[config.mk]
export PLATFORM = sky130hd
export DESIGN_NAME = mii_rx_assembler
export DESIGN_NICKNAME = d
export VERILOG_FILES = /design/src/rtl/mii_rx_pkg.sv /design/src/rtl/rx_nibble_fsm.sv /design/src/rtl/rx_crc32.sv /design/src/rtl/rx_fcs_delay.sv /design/src/rtl/mii_rx_assembler.sv
export SDC_FILE = /design/constraint.sdc
export NUM_CORES = 1
export LEC_CHECK = 0
export ABC_AREA = 1
export BUFFER_PORTS_ARGS = -buffer_cell sky130_fd_sc_hd__buf_4
export CORE_ASPECT_RATIO = 0.7
export CORE_UTILIZATION = 35
export CTS_BUF_LIST = sky130_fd_sc_hd__clkbuf_4 sky130_fd_sc_hd__clkbuf_8
export DETAILED_ROUTE_END_ITERATION = 6
export PLACE_DENSITY = 0.49
export SLEW_MARGIN = 25
export SYNTH_ARGS = -nofsm -noshare
export SYNTH_HDL_FRONTEND = slang
export SYNTH_SLANG_ARGS = --single-unit
[constraint.sdc]
create_clock -name clk -period 1.8 [get_ports clk]
set_input_delay 0.27 -clock clk [delete_from_list [all_inputs] [get_ports clk]]
set_output_delay 0.27 -clock clk [all_outputs]
set_load 0.01 [all_outputs]
[src/rtl/mii_rx_pkg.sv]
`timescale 1ns/1ps
package mii_rx_pkg;
  typedef enum logic [1:0] {ST_IDLE, ST_PRE, ST_DATA, ST_DROP} rx_state_e;

  localparam logic [3:0]  NIB_PRE     = 4'h5;
  localparam logic [3:0]  NIB_SFD     = 4'hD;
  localparam logic [31:0] CRC_POLY    = 32'hEDB88320;
  localparam logic [31:0] CRC_INIT    = 32'hFFFFFFFF;
  localparam logic [31:0] CRC_RESIDUE = 32'hDEBB20E3;

  // one byte through the reflected CRC-32 register, LSB first
  function automatic logic [31:0] crc32_byte(input logic [31:0] c, input logic [7:0] b);
    logic [31:0] r;
    r = c ^ {24'h0, b};
    for (int i = 0; i < 8; i++)
      r = r[0] ? ((r >> 1) ^ CRC_POLY) : (r >> 1);
    return r;
  endfunction
endpackage

[src/rtl/rx_nibble_fsm.sv]
`timescale 1ns/1ps
module rx_nibble_fsm
  import mii_rx_pkg::*;
(
  input  logic       clk,
  input  logic       rst_n,
  input  logic [3:0] rxd,
  input  logic       rxdv,
  output logic [7:0] byte_q,
  output logic       byte_stb,
  output logic       start_evt,
  output logic       end_evt
);
  rx_state_e  state;
  logic       phase;
  logic [3:0] lo_nib;

  always_ff @(posedge clk) begin
    if (!rst_n) begin
      state     <= ST_IDLE;
      phase     <= 1'b0;
      lo_nib    <= 4'h0;
      byte_q    <= 8'h00;
      byte_stb  <= 1'b0;
      start_evt <= 1'b0;
      end_evt   <= 1'b0;
    end else begin
      byte_stb  <= 1'b0;
      start_evt <= 1'b0;
      end_evt   <= 1'b0;
      case (state)
        ST_IDLE: if (rxdv) state <= (rxd == NIB_PRE) ? ST_PRE : ST_DROP;
        ST_PRE: begin
          if (!rxdv) state <= ST_IDLE;
          else if (rxd == NIB_SFD) begin
            state     <= ST_DATA;
            phase     <= 1'b0;
            start_evt <= 1'b1;
          end else if (rxd != NIB_PRE) state <= ST_DROP;
        end
        ST_DATA: begin
          if (!rxdv) begin
            state   <= ST_IDLE;
            end_evt <= 1'b1;
          end else if (!phase) begin
            lo_nib <= rxd;
            phase  <= 1'b1;
          end else begin
            byte_q   <= {rxd, lo_nib};
            byte_stb <= 1'b1;
            phase    <= 1'b0;
          end
        end
        default: if (!rxdv) state <= ST_IDLE;
      endcase
    end
  end

  // two nibbles per byte, so strobes never come back to back
  a_r2_pair_spacing: assert property (@(posedge clk) disable iff (!rst_n)
    byte_stb |=> !byte_stb);
  // a frame start is never on the same cycle as a byte
  a_r1_start_alone: assert property (@(posedge clk) disable iff (!rst_n)
    start_evt |-> !byte_stb && !end_evt);
endmodule

[src/rtl/rx_crc32.sv]
`timescale 1ns/1ps
module rx_crc32
  import mii_rx_pkg::*;
(
  input  logic        clk,
  input  logic        rst_n,
  input  logic        clear,
  input  logic        en,
  input  logic [7:0]  data,
  output logic [31:0] crc_q,
  output logic [31:0] crc_next
);
  assign crc_next = crc32_byte(crc_q, data);

  always_ff @(posedge clk) begin
    if (!rst_n || clear) crc_q <= CRC_INIT;
    else if (en)         crc_q <= crc_next;
  end

  // register holds when not enabled
  a_r7_crc_hold: assert property (@(posedge clk) disable iff (!rst_n)
    !en && !clear |=> $stable(crc_q));
endmodule

[src/rtl/rx_fcs_delay.sv]
`timescale 1ns/1ps
module rx_fcs_delay #(
  parameter int FCS_BYTES = 4
) (
  input  logic       clk,
  input  logic       rst_n,
  input  logic       clear,
  input  logic       push,
  input  logic [7:0] push_data,
  input  logic       flush,
  output logic [7:0] out_data,
  output logic       out_valid,
  output logic       out_sof,
  output logic       out_eof
);
  localparam int HOLD = FCS_BYTES + 1;
  localparam int CW   = $clog2(HOLD + 1);
  localparam logic [CW-1:0] HOLD_C = CW'(HOLD);

  logic [7:0]    mem [HOLD];
  logic [CW-1:0] count;
  logic          emitted;

  always_ff @(posedge clk) begin
    if (!rst_n) begin
      count     <= '0;
      emitted   <= 1'b0;
      out_data  <= 8'h00;
      out_valid <= 1'b0;
      out_sof   <= 1'b0;
      out_eof   <= 1'b0;
      for (int i = 0; i < HOLD; i++) mem[i] <= 8'h00;
    end else begin
      out_valid <= 1'b0;
      out_sof   <= 1'b0;
      out_eof   <= 1'b0;
      if (clear) begin
        count   <= '0;
        emitted <= 1'b0;
      end else if (push) begin
        if (count < HOLD_C) begin
          mem[count] <= push_data;
          count      <= count + 1'b1;
        end else begin
          out_data  <= mem[0];
          out_valid <= 1'b1;
          out_sof   <= !emitted;
          emitted   <= 1'b1;
          for (int i = 0; i < HOLD - 1; i++) mem[i] <= mem[i+1];
          mem[HOLD-1] <= push_data;
        end
      end else if (flush) begin
        if (count == HOLD_C) begin
          out_data  <= mem[0];
          out_valid <= 1'b1;
          out_sof   <= !emitted;
          out_eof   <= 1'b1;
        end
        count   <= '0;
        emitted <= 1'b0;
      end
    end
  end

  // fill level never exceeds the withheld bytes plus one
  a_r3_fill_bound: assert property (@(posedge clk) disable iff (!rst_n)
    count <= HOLD_C);
  // start marker only on a delivered byte
  a_r4_sof_valid: assert property (@(posedge clk) disable iff (!rst_n)
    out_sof |-> out_valid);
  // end marker only on a delivered byte, and only after a flush
  a_r5_eof_valid: assert property (@(posedge clk) disable iff (!rst_n)
    out_eof |-> out_valid && $past(flush));
endmodule

[src/rtl/mii_rx_assembler.sv]
`timescale 1ns/1ps
module mii_rx_assembler
  import mii_rx_pkg::*;
#(
  parameter int FCS_BYTES  = 4,
  parameter int ADDR_BYTES = 6,
  parameter int DLY_BYTES  = 4,
  parameter int HASH_W     = 6
) (
  input  logic              clk,
  input  logic              rst_n,
  input  logic [3:0]        rxd,
  input  logic              rxdv,
  input  logic              dly_crc_en,
  output logic [7:0]        out_data,
  output logic              out_valid,
  output logic              out_sof,
  output logic              out_eof,
  output logic              crc_err,
  output logic              bcast,
  output logic              mcast,
  output logic [HASH_W-1:0] hash,
  output logic              hash_valid
);
  localparam int IW = $clog2(ADDR_BYTES + 1);
  localparam logic [IW-1:0] IDX_SAT  = IW'(ADDR_BYTES);
  localparam logic [IW-1:0] IDX_LAST = IW'(ADDR_BYTES - 1);
  localparam logic [IW-1:0] IDX_DLY  = IW'(DLY_BYTES);

  logic [7:0]    byte_q;
  logic          byte_stb, start_evt, end_evt;
  logic [31:0]   crc_q, crc_next;
  logic          crc_en;
  logic [IW-1:0] idx;
  logic          bc_run, mc_bit, bc_now;

  rx_nibble_fsm u_fsm (
    .clk(clk), .rst_n(rst_n), .rxd(rxd), .rxdv(rxdv),
    .byte_q(byte_q), .byte_stb(byte_stb),
    .start_evt(start_evt), .end_evt(end_evt)
  );

  assign crc_en = byte_stb && (!dly_crc_en || idx >= IDX_DLY);

  rx_crc32 u_crc (
    .clk(clk), .rst_n(rst_n), .clear(start_evt), .en(crc_en),
    .data(byte_q), .crc_q(crc_q), .crc_next(crc_next)
  );

  rx_fcs_delay #(.FCS_BYTES(FCS_BYTES)) u_dly (
    .clk(clk), .rst_n(rst_n), .clear(start_evt),
    .push(byte_stb), .push_data(byte_q), .flush(end_evt),
    .out_data(out_data), .out_valid(out_valid),
    .out_sof(out_sof), .out_eof(out_eof)
  );

  assign bc_now = (idx == '0 ? 1'b1 : bc_run) && (byte_q == 8'hFF);

  always_ff @(posedge clk) begin
    if (!rst_n) begin
      idx        <= '0;
      bc_run     <= 1'b0;
      mc_bit     <= 1'b0;
      bcast      <= 1'b0;
      mcast      <= 1'b0;
      hash       <= '0;
      hash_valid <= 1'b0;
      crc_err    <= 1'b0;
    end else begin
      if (start_evt) begin
        idx        <= '0;
        bcast      <= 1'b0;
        mcast      <= 1'b0;
        hash_valid <= 1'b0;
      end else if (byte_stb) begin
        if (idx != IDX_SAT) idx <= idx + 1'b1;
        if (idx == '0) mc_bit <= byte_q[0];
        if (idx < IDX_LAST) bc_run <= bc_now;
        if (idx == IDX_LAST) begin
          bcast      <= bc_now;
          mcast      <= mc_bit && !bc_now;
          hash       <= crc_next[31 -: HASH_W];
          hash_valid <= 1'b1;
        end
      end
      if (end_evt) crc_err <= (crc_q != CRC_RESIDUE);
    end
  end

  // the error flag only moves at a frame end
  a_r6_err_hold: assert property (@(posedge clk) disable iff (!rst_n)
    !end_evt |=> $stable(crc_err));
  // a frame is never both broadcast and multicast
  a_r9_flag_exclusive: assert property (@(posedge clk) disable iff (!rst_n)
    !(bcast && mcast));
  // a published hash does not change while it is valid
  a_r10_hash_hold: assert property (@(posedge clk) disable iff (!rst_n)
    hash_valid |=> $stable(hash));
  // flags drop on the cycle after a frame start
  a_r10_clear_on_start: assert property (@(posedge clk) disable iff (!rst_n)
    start_evt |=> !hash_valid && !bcast && !mcast);
endmodule

==> impl_results.md, run 1 <==
* Outcome: complete, no violations
* Worst R2R Start: u_dly.count[1]
* Final hold slack at 0.0412 ns
* Fin util at 43.4%
* Sequential area share after synthesis at 46.6%
* Post-synthesis adder-cell area fraction at 1.25%
* Die area at 17700 sq um
* First-pass GRT wire length at 26.9 mm
* Worst Hold Path EP: u_fsm.end_evt
* Worst EP arrival at 1.82 ns
* Grt met2 use at 26.9%
* Post-Layout Cell Count at 1121
* Final clock skew at 0.00734 ns
* Hold Startpoint: rxdv
* Core Footprint at 16500 sq um
* Final Max Tran Viols at 0
* Ys Warns at 0
* DR iter-0 viols at 429
* Tot GR Track Use at 20.3%
* Mapped Area at 6010 sq um
* Final hold violation count at 0
* Initial antenna violation count at 0
* Buffers on Ports at 28
* # IOs at 29
* Slew margin rel. at 72.3%
* Post-synth top area share at 26.6%
* Post-Synth XOR/XNOR Area at 1.31%
* MaxCap Viol Count at 0
* Global route hottest layer: met1
* VDD IR max at 455 uV
* Mapped Cells at 813
* M1 GR Usage at 31.4%
* Critical path class: reg2reg
* Ys flop type: dfxtp_1
* Critical Path RT at 1.94 ns
* R2R Setup Slk at 0.12 ns
* Compound-gate portion of the synthesized area at 12.4%
* Drt pass-1 iters at 5
* Placed Cells at 1088
* Type of the most critical hold path: in2reg
* Crit share post-route at 93.4%
* Largest family of logic cells by synthesized area: simple AND/OR/NAND/NOR gates
* Reg2Reg Capture Point: u_dly.mem[4][3]
* NumNets Final at 897
* Layout cells sized above 1 at 16.7%
* DR vias/cell at 4.90
* Fin crit period at 1.68 ns
* Net count after synthesis at 827
* Synth unique cells at 40
* Fillers at 1688
* Die Height at 112 um
* ANT cells at 0
* Skew-Pair Late Insertion Delay at 0.44 ns
* Top area cells in the synthesized netlist: dfxtp_1 (27%), edfxtp_1 (20%), nand2_1 (17%), inv_1 (5.4%), o21ai_0 (5.2%)
* Setup TNS at 0 ns
* Initial cell density of the core at 36.3%
* Register area at 2810 sq um
* CP max FO at 8
* Largest net degree at the start of global routing at 44
* Met3 Usage GRT at 5.06%
* Critical path launch point type: flip-flop
* RePlAce Congestion at 0.904
* Most frequent cell after synthesis: nand2_1
* Layout area overhead at 19.4%
* Power Density at 765 nW/um^2
* Post-synth EDFFs at 40
* Synth async-reset ratio at 0%
* #FFs+latches synth at 120
* HPWL after DPL at 12.4 mm
* CTS tree: yes
* Total power at 5.49 mW
* Row count at 39
* Least-Margin Pin Slew at 0.415 ns
* H-tree Lvls at 4
* Setup-failing EPs final at 0
* RSZ-0062 raised after global routing: false
* Crit. End Element: flip-flop
* CTS Buffer Depth at 2
* Number of global-route vias before repair at 5112
* R2R depth at 5
* DRC Markers at 0
* Post-synthesis mux area share at 0%
* Footprint of the multi-input gates at 2780 sq um
* CTS root buffer: clkbuf_8
* Clock-pin slew on the worst setup and hold paths at 0.07 ns
* Post-synthesis simple-gate area fraction at 30.7%
* Post-synth top cells: nand2_1 (271), inv_1 (87), dfxtp_1 (80), o21ai_0 (63), nand3_1 (56)
* Routed len/inst at 15.2 um
* Yosys top cell by area: dfxtp_1
* Max Clk Rate at 0.595 GHz
* Num CTS Buffers at 17
* Grt ovf at 0
* Hold Crit Depth at 2
* Routed WL at 17.0 mm
* DIE WIDTH at 159 um
* Syn avg cell area at 7.39 sq um
* Total number of vias at 5496
* Clock Sinks at 120
* Leak at 3.33 nW
* Final ANT Viol Nets at 0
-- how the worst max path moves through the flow --
stage / startpoint / to / slack, ns / depth (start not counted)
2_1_floorplan: u_dly.count[1] / u_dly.mem[1][0] / 0.18 / 5
3_3_place_gp: u_dly.count[1] / u_dly.mem[1][2] / 0.1 / 5
3_5_place_dp: u_dly.count[1] / u_dly.mem[1][4] / 0.04 / 5
4_1_cts: u_dly.count[1] / u_dly.mem[1][3] / 0.01 / 5
5_1_grt: u_dly.count[1] / u_dly.out_data[1] / 0.009 / 8
6_report: u_dly.count[1] / u_dly.mem[4][3] / 0.12 / 5
-- worst max-delay path: stages (launching register included) --
cell and delay (ns):
dfxtp_1 0.41, o21ai_4 0.26, nand2_2 0.16, nor2_4 0.15, nand4_1 0.18, nand2_2 0.22
-- cell usage in the layout, fill, tap and decap left out, types with 6 or more instances in the layout --
master    count
inv_1        86
xor2_1        7
ha_1          6
nor2_1       47
dfxtp_1      78
clkbuf_8     17
nand3_1      56
a21oi_1      33
buf_4        67
o211ai_1      8
nand2_2      22
edfxtp_1     40
o21ai_1      21
nor3_1        7
nand2_1     263
o21ai_0      62
nand4_1      10
inv_2        10
-- cell type report --
class                   instances  share of cell area (%)
clock buffers                  19                    3.47
flip-flops and latches        120                    39.1
well taps                     225                    3.92
inverters                      97                    5.11
repair buffers                 70                    7.85
clock inverters                13                    1.83
multi-input cells             577                    38.7
-- per-layer routing --
| metal | part of all wire, % | vias to the layer above |
|---|---|---|
| li1 | - | 2790 |
| met1 | 54 | 2544 |
| met2 | 39 | 144 |
| met3 | 6.3 | 18 |
| met4 | 0.94 | 0 |
| met5 | 0 | - |
-- logic make-up (layout without fill, tap and decap cells) --
kind of cell | after synthesis | in the layout
AO/OA/AOI/OAI | 136 | 136
XOR/XNOR | 9 | 9
adder cells (fa/ha/maj) | 6 | 6
buffers and inverters | 116 | 199
flip-flops | 120 | 120
AND/OR/NAND/NOR | 426 | 426
-- state kept, by name (all words and copies together) (netlist names), 2 cells and up --
register and count:
u_fsm.byte_q 8, u_crc.crc_q 32, hash 6, u_fsm.lo_nib 4, u_dly.count 3, u_fsm.state 2
u_dly.mem 40, u_dly.out_data 8, idx 3
-- power breakdown --
part	switching (mW)	leakage [nW]	internal, mW
clock	1.14	0.189	1.25
combinational	0.164	2.08	0.0783
sequential	0.0192	1.06	2.83
total	1.33	3.33	4.16
-- metrics by stage --
| stage | area [sq um] | setup WS [ns] |
|---|---|---|
| after floorplan | 6010 | 0.177 |
| after global placement | 6740 | 0.0976 |
| after detailed placement | 6740 | 0.0366 |
| after CTS | 7120 | 0.0144 |
| after global routing | 7170 | 0.00925 |
| final | 7170 | 0.118 |
-- timing repair --
item | CTS | global route
hold buffers | 0 | 0
gates resized for setup | 0 | 15
buffers inserted | 0 | 1
hold endpoints to repair | 0 | 0
setup endpoints to repair | 0 | 65
Power figures use the tool's default switching activity.
==> run 2: changes to the inputs <==
--- a/config.mk
+++ b/config.mk
@@ -7,11 +7,13 @@
 export LEC_CHECK = 0
 export ABC_AREA = 1
 export BUFFER_PORTS_ARGS = -buffer_cell sky130_fd_sc_hd__buf_4
-export CORE_ASPECT_RATIO = 0.7
+export CELL_PAD_IN_SITES_DETAIL_PLACEMENT = 1
+export CELL_PAD_IN_SITES_GLOBAL_PLACEMENT = 1
+export CORE_ASPECT_RATIO = 0.75
 export CORE_UTILIZATION = 35
 export CTS_BUF_LIST = sky130_fd_sc_hd__clkbuf_4 sky130_fd_sc_hd__clkbuf_8
 export DETAILED_ROUTE_END_ITERATION = 6
-export PLACE_DENSITY = 0.49
+export PLACE_DENSITY = 0.63
 export SLEW_MARGIN = 25
 export SYNTH_ARGS = -nofsm -noshare
 export SYNTH_HDL_FRONTEND = slang
==> run 2 against run 1 <==
First-iteration DRC count fell by 35%. Combinational power rose by 2%. Total power rose by 3.3%. Sequential power barely moved. Die area barely moved.
==> impl_results.md, run 2 (synthesis gave the netlist of run 1 again) <==
* DRC Markers at 0
* Number of global-route vias before repair at 5823
* Net load switching power at 1.30 mW
* Die Height at 115 um
* CTS tree: yes
* Post-route cell area at 7200 sq um
* RePlAce Congestion at 0.854
* Num CTS Buffers at 17
* HPWL after DPL at 14.3 mm
* Max Clk Rate at 0.603 GHz
* Largest net degree at the start of global routing at 44
* Critical Path RT at 2.14 ns
* Worst setup margin at 0.142 ns
* Setup-failing EPs final at 0
* Worst Hold Path EP: u_fsm.end_evt
* CTS Buffer Depth at 2
* Core Footprint at 16800 sq um
* Critical path class: reg2reg
* CP max FO at 6
* ANT cells at 0
* Worst-path cell chain: inv_1, nand2_1, nand2_1, nand2_1, nand2_1, nand2_1, nand2_1, nand2_1, nand3_1, nand2_1, inv_1
* Post-CTS Hold Buffers at 0
* DR vias/cell at 5.10
* Commonest non-fill, non-tap cell in the layout: nand2_1
* Critical path launch point type: flip-flop
* Slowest cell on the critical path: dfxtp_1
* # IOs at 29
* Layout area overhead at 19.8%
* Crit. End Element: flip-flop
* Skew-Pair Late Insertion Delay at 0.45 ns
* Worst EP arrival at 2.00 ns
* Delay-heaviest family, CP: simple AND/OR/NAND/NOR gates
* Fillers at 2139
* Pint at 4.37 mW
* DR iter-0 viols at 279
* First-pass GRT wire length at 31.1 mm
* R2R Setup Slk at 0.14 ns
* Most flops, register: u_dly.mem
* Clock-pin slew on the worst setup and hold paths at 0.07 ns
* Least-Margin Pin Slew at 0.518 ns
* Final ANT Viol Nets at 0
* Most frequent cells in the layout: nand2_1 (263), inv_1 (87), dfxtp_1 (75)
* Reg2Reg Capture Point: hash[0]
* Layout cells sized above 1 at 17.3%
* RSZ-0062 raised after global routing: false
* Tot GR Track Use at 23.2%
* Power Density at 788 nW/um^2
* Routed len/inst at 17.2 um
* Final clock skew at 0.0255 ns
* Buffers on Ports at 28
* Worst path bufs/invs at 2
* CTS root buffer: clkbuf_8
* VDD IR max at 509 uV
* R2R depth at 11
* Final hold slack at 0.0313 ns
* Final hold violation count at 0
* Total power at 5.67 mW
* Hold Startpoint: rxdv
* Place WS at -0.0117 ns
* Die area at 17700 sq um
* CP max stage delay at 0.41 ns
* Type of the most critical hold path: in2reg
* Final Max Tran Viols at 0
* Worst R2R Start: u_crc.crc_q[4]
* CP most frequent cell: nand2_1
* Fin crit period at 1.66 ns
* NumNets Final at 898
* Grt ovf at 0
* Placed cell area at 6730 sq um
* Initial antenna violation count at 0
* Hold Crit Depth at 2
* Sw frac at 22.9%
* Clk pwr share at 45.3%
* DIE WIDTH at 153 um
* Drt pass-1 iters at 5
* H-tree Lvls at 4
* Largest regs: u_dly.mem (40), u_crc.crc_q (32)
* Sequential Power Share at 50.4%
* Leak at 3.36 nW
* Outcome: complete, no violations
* Slew margin rel. at 65.4%
* Crit share post-route at 92.1%
* Combinational power share at 4.4%
* Clock Sinks at 120
* Row count at 41
* Max reg flops at 40
* MaxCap Viol Count at 0
* Initial cell density of the core at 35.7%
* Total number of vias at 5661
* Routed WL at 19.1 mm
* Crit path launch: u_crc.crc_q[4]
-- run 2: changes by cell type in the layout (fill, tap and decap cells not counted), moves of 3 or more --
cell,before,now
clkbuf_8,17,23
clkinv_1,3,0
clkinv_4,4,1
dfxtp_1,78,75
dfxtp_2,2,5
-- run 2: how the worst max path moves through the flow --
stage / end / slack (ns) / cells past startpoint
2_1_floorplan: u_dly.mem[1][0] / 0.18 / 5
3_3_place_gp: u_dly.out_data[0] / 0.03 / 7
3_5_place_dp: u_dly.mem[0][4] / -0.01 / 5
4_1_cts: u_dly.mem[1][2] / 0.001 / 5
5_1_grt: u_crc.crc_q[16] / 0.003 / 9
6_report: hash[0] / 0.14 / 11
-- run 2: what timing repair did --
item | in CTS | in global routing
resized for setup | 1 | 14
setup buffers | 1 | 0
setup endpoints to repair | 10 | 55
pin swaps | 1 | 0
-- run 2: area by class of cell --
type	instances	area, sq um	area share (%)
Sequential cell	120	2810	39.0
Multi-Input combinational cell	577	2770	38.5
Timing Repair Buffer	71	571	7.93
Inverter	97	364	5.06
Clock buffer	24	324	4.50
Tap cell	215	269	3.74
Clock inverter	7	91.3	1.27
-- run 2: routing by layer --
layer | global-route usage (%) | vias to the layer above | part of all wire (%)
li1 | - | 2788 | -
met2 | 34.5 | 93 | 42
met3 | 4.15 | 15 | 3.9
met1 | 34.1 | 2765 | 53
met5 | 0 | - | 0
met4 | 6.94 | 0 | 0.90
-- run 2: per-stage QoR --
| step | cells | util (%) | TNS (ns) |
|---|---|---|---|
| final | 1111 | 42.8 | 0 |
| after global routing | 1111 | 42.8 | 0 |
| after CTS | 1111 | 42.6 | 0 |
| after detailed placement | 1079 | 40.0 | -0.0894 |
| after global placement | 1079 | 40.0 | 0 |
| after floorplan | 813 | - | 0 |
-- run 2: power by group through the flow --
stage | logic (mW) | registers (mW) | clock network, mW
after floorplan | 0.141 | 2.91 | 0
after global placement | 0.236 | 2.92 | 0
after detailed placement | 0.243 | 2.92 | 0
after CTS | 0.245 | 2.86 | 2.62
after global routing | 0.277 | 2.86 | 2.72
final | 0.248 | 2.86 | 2.57
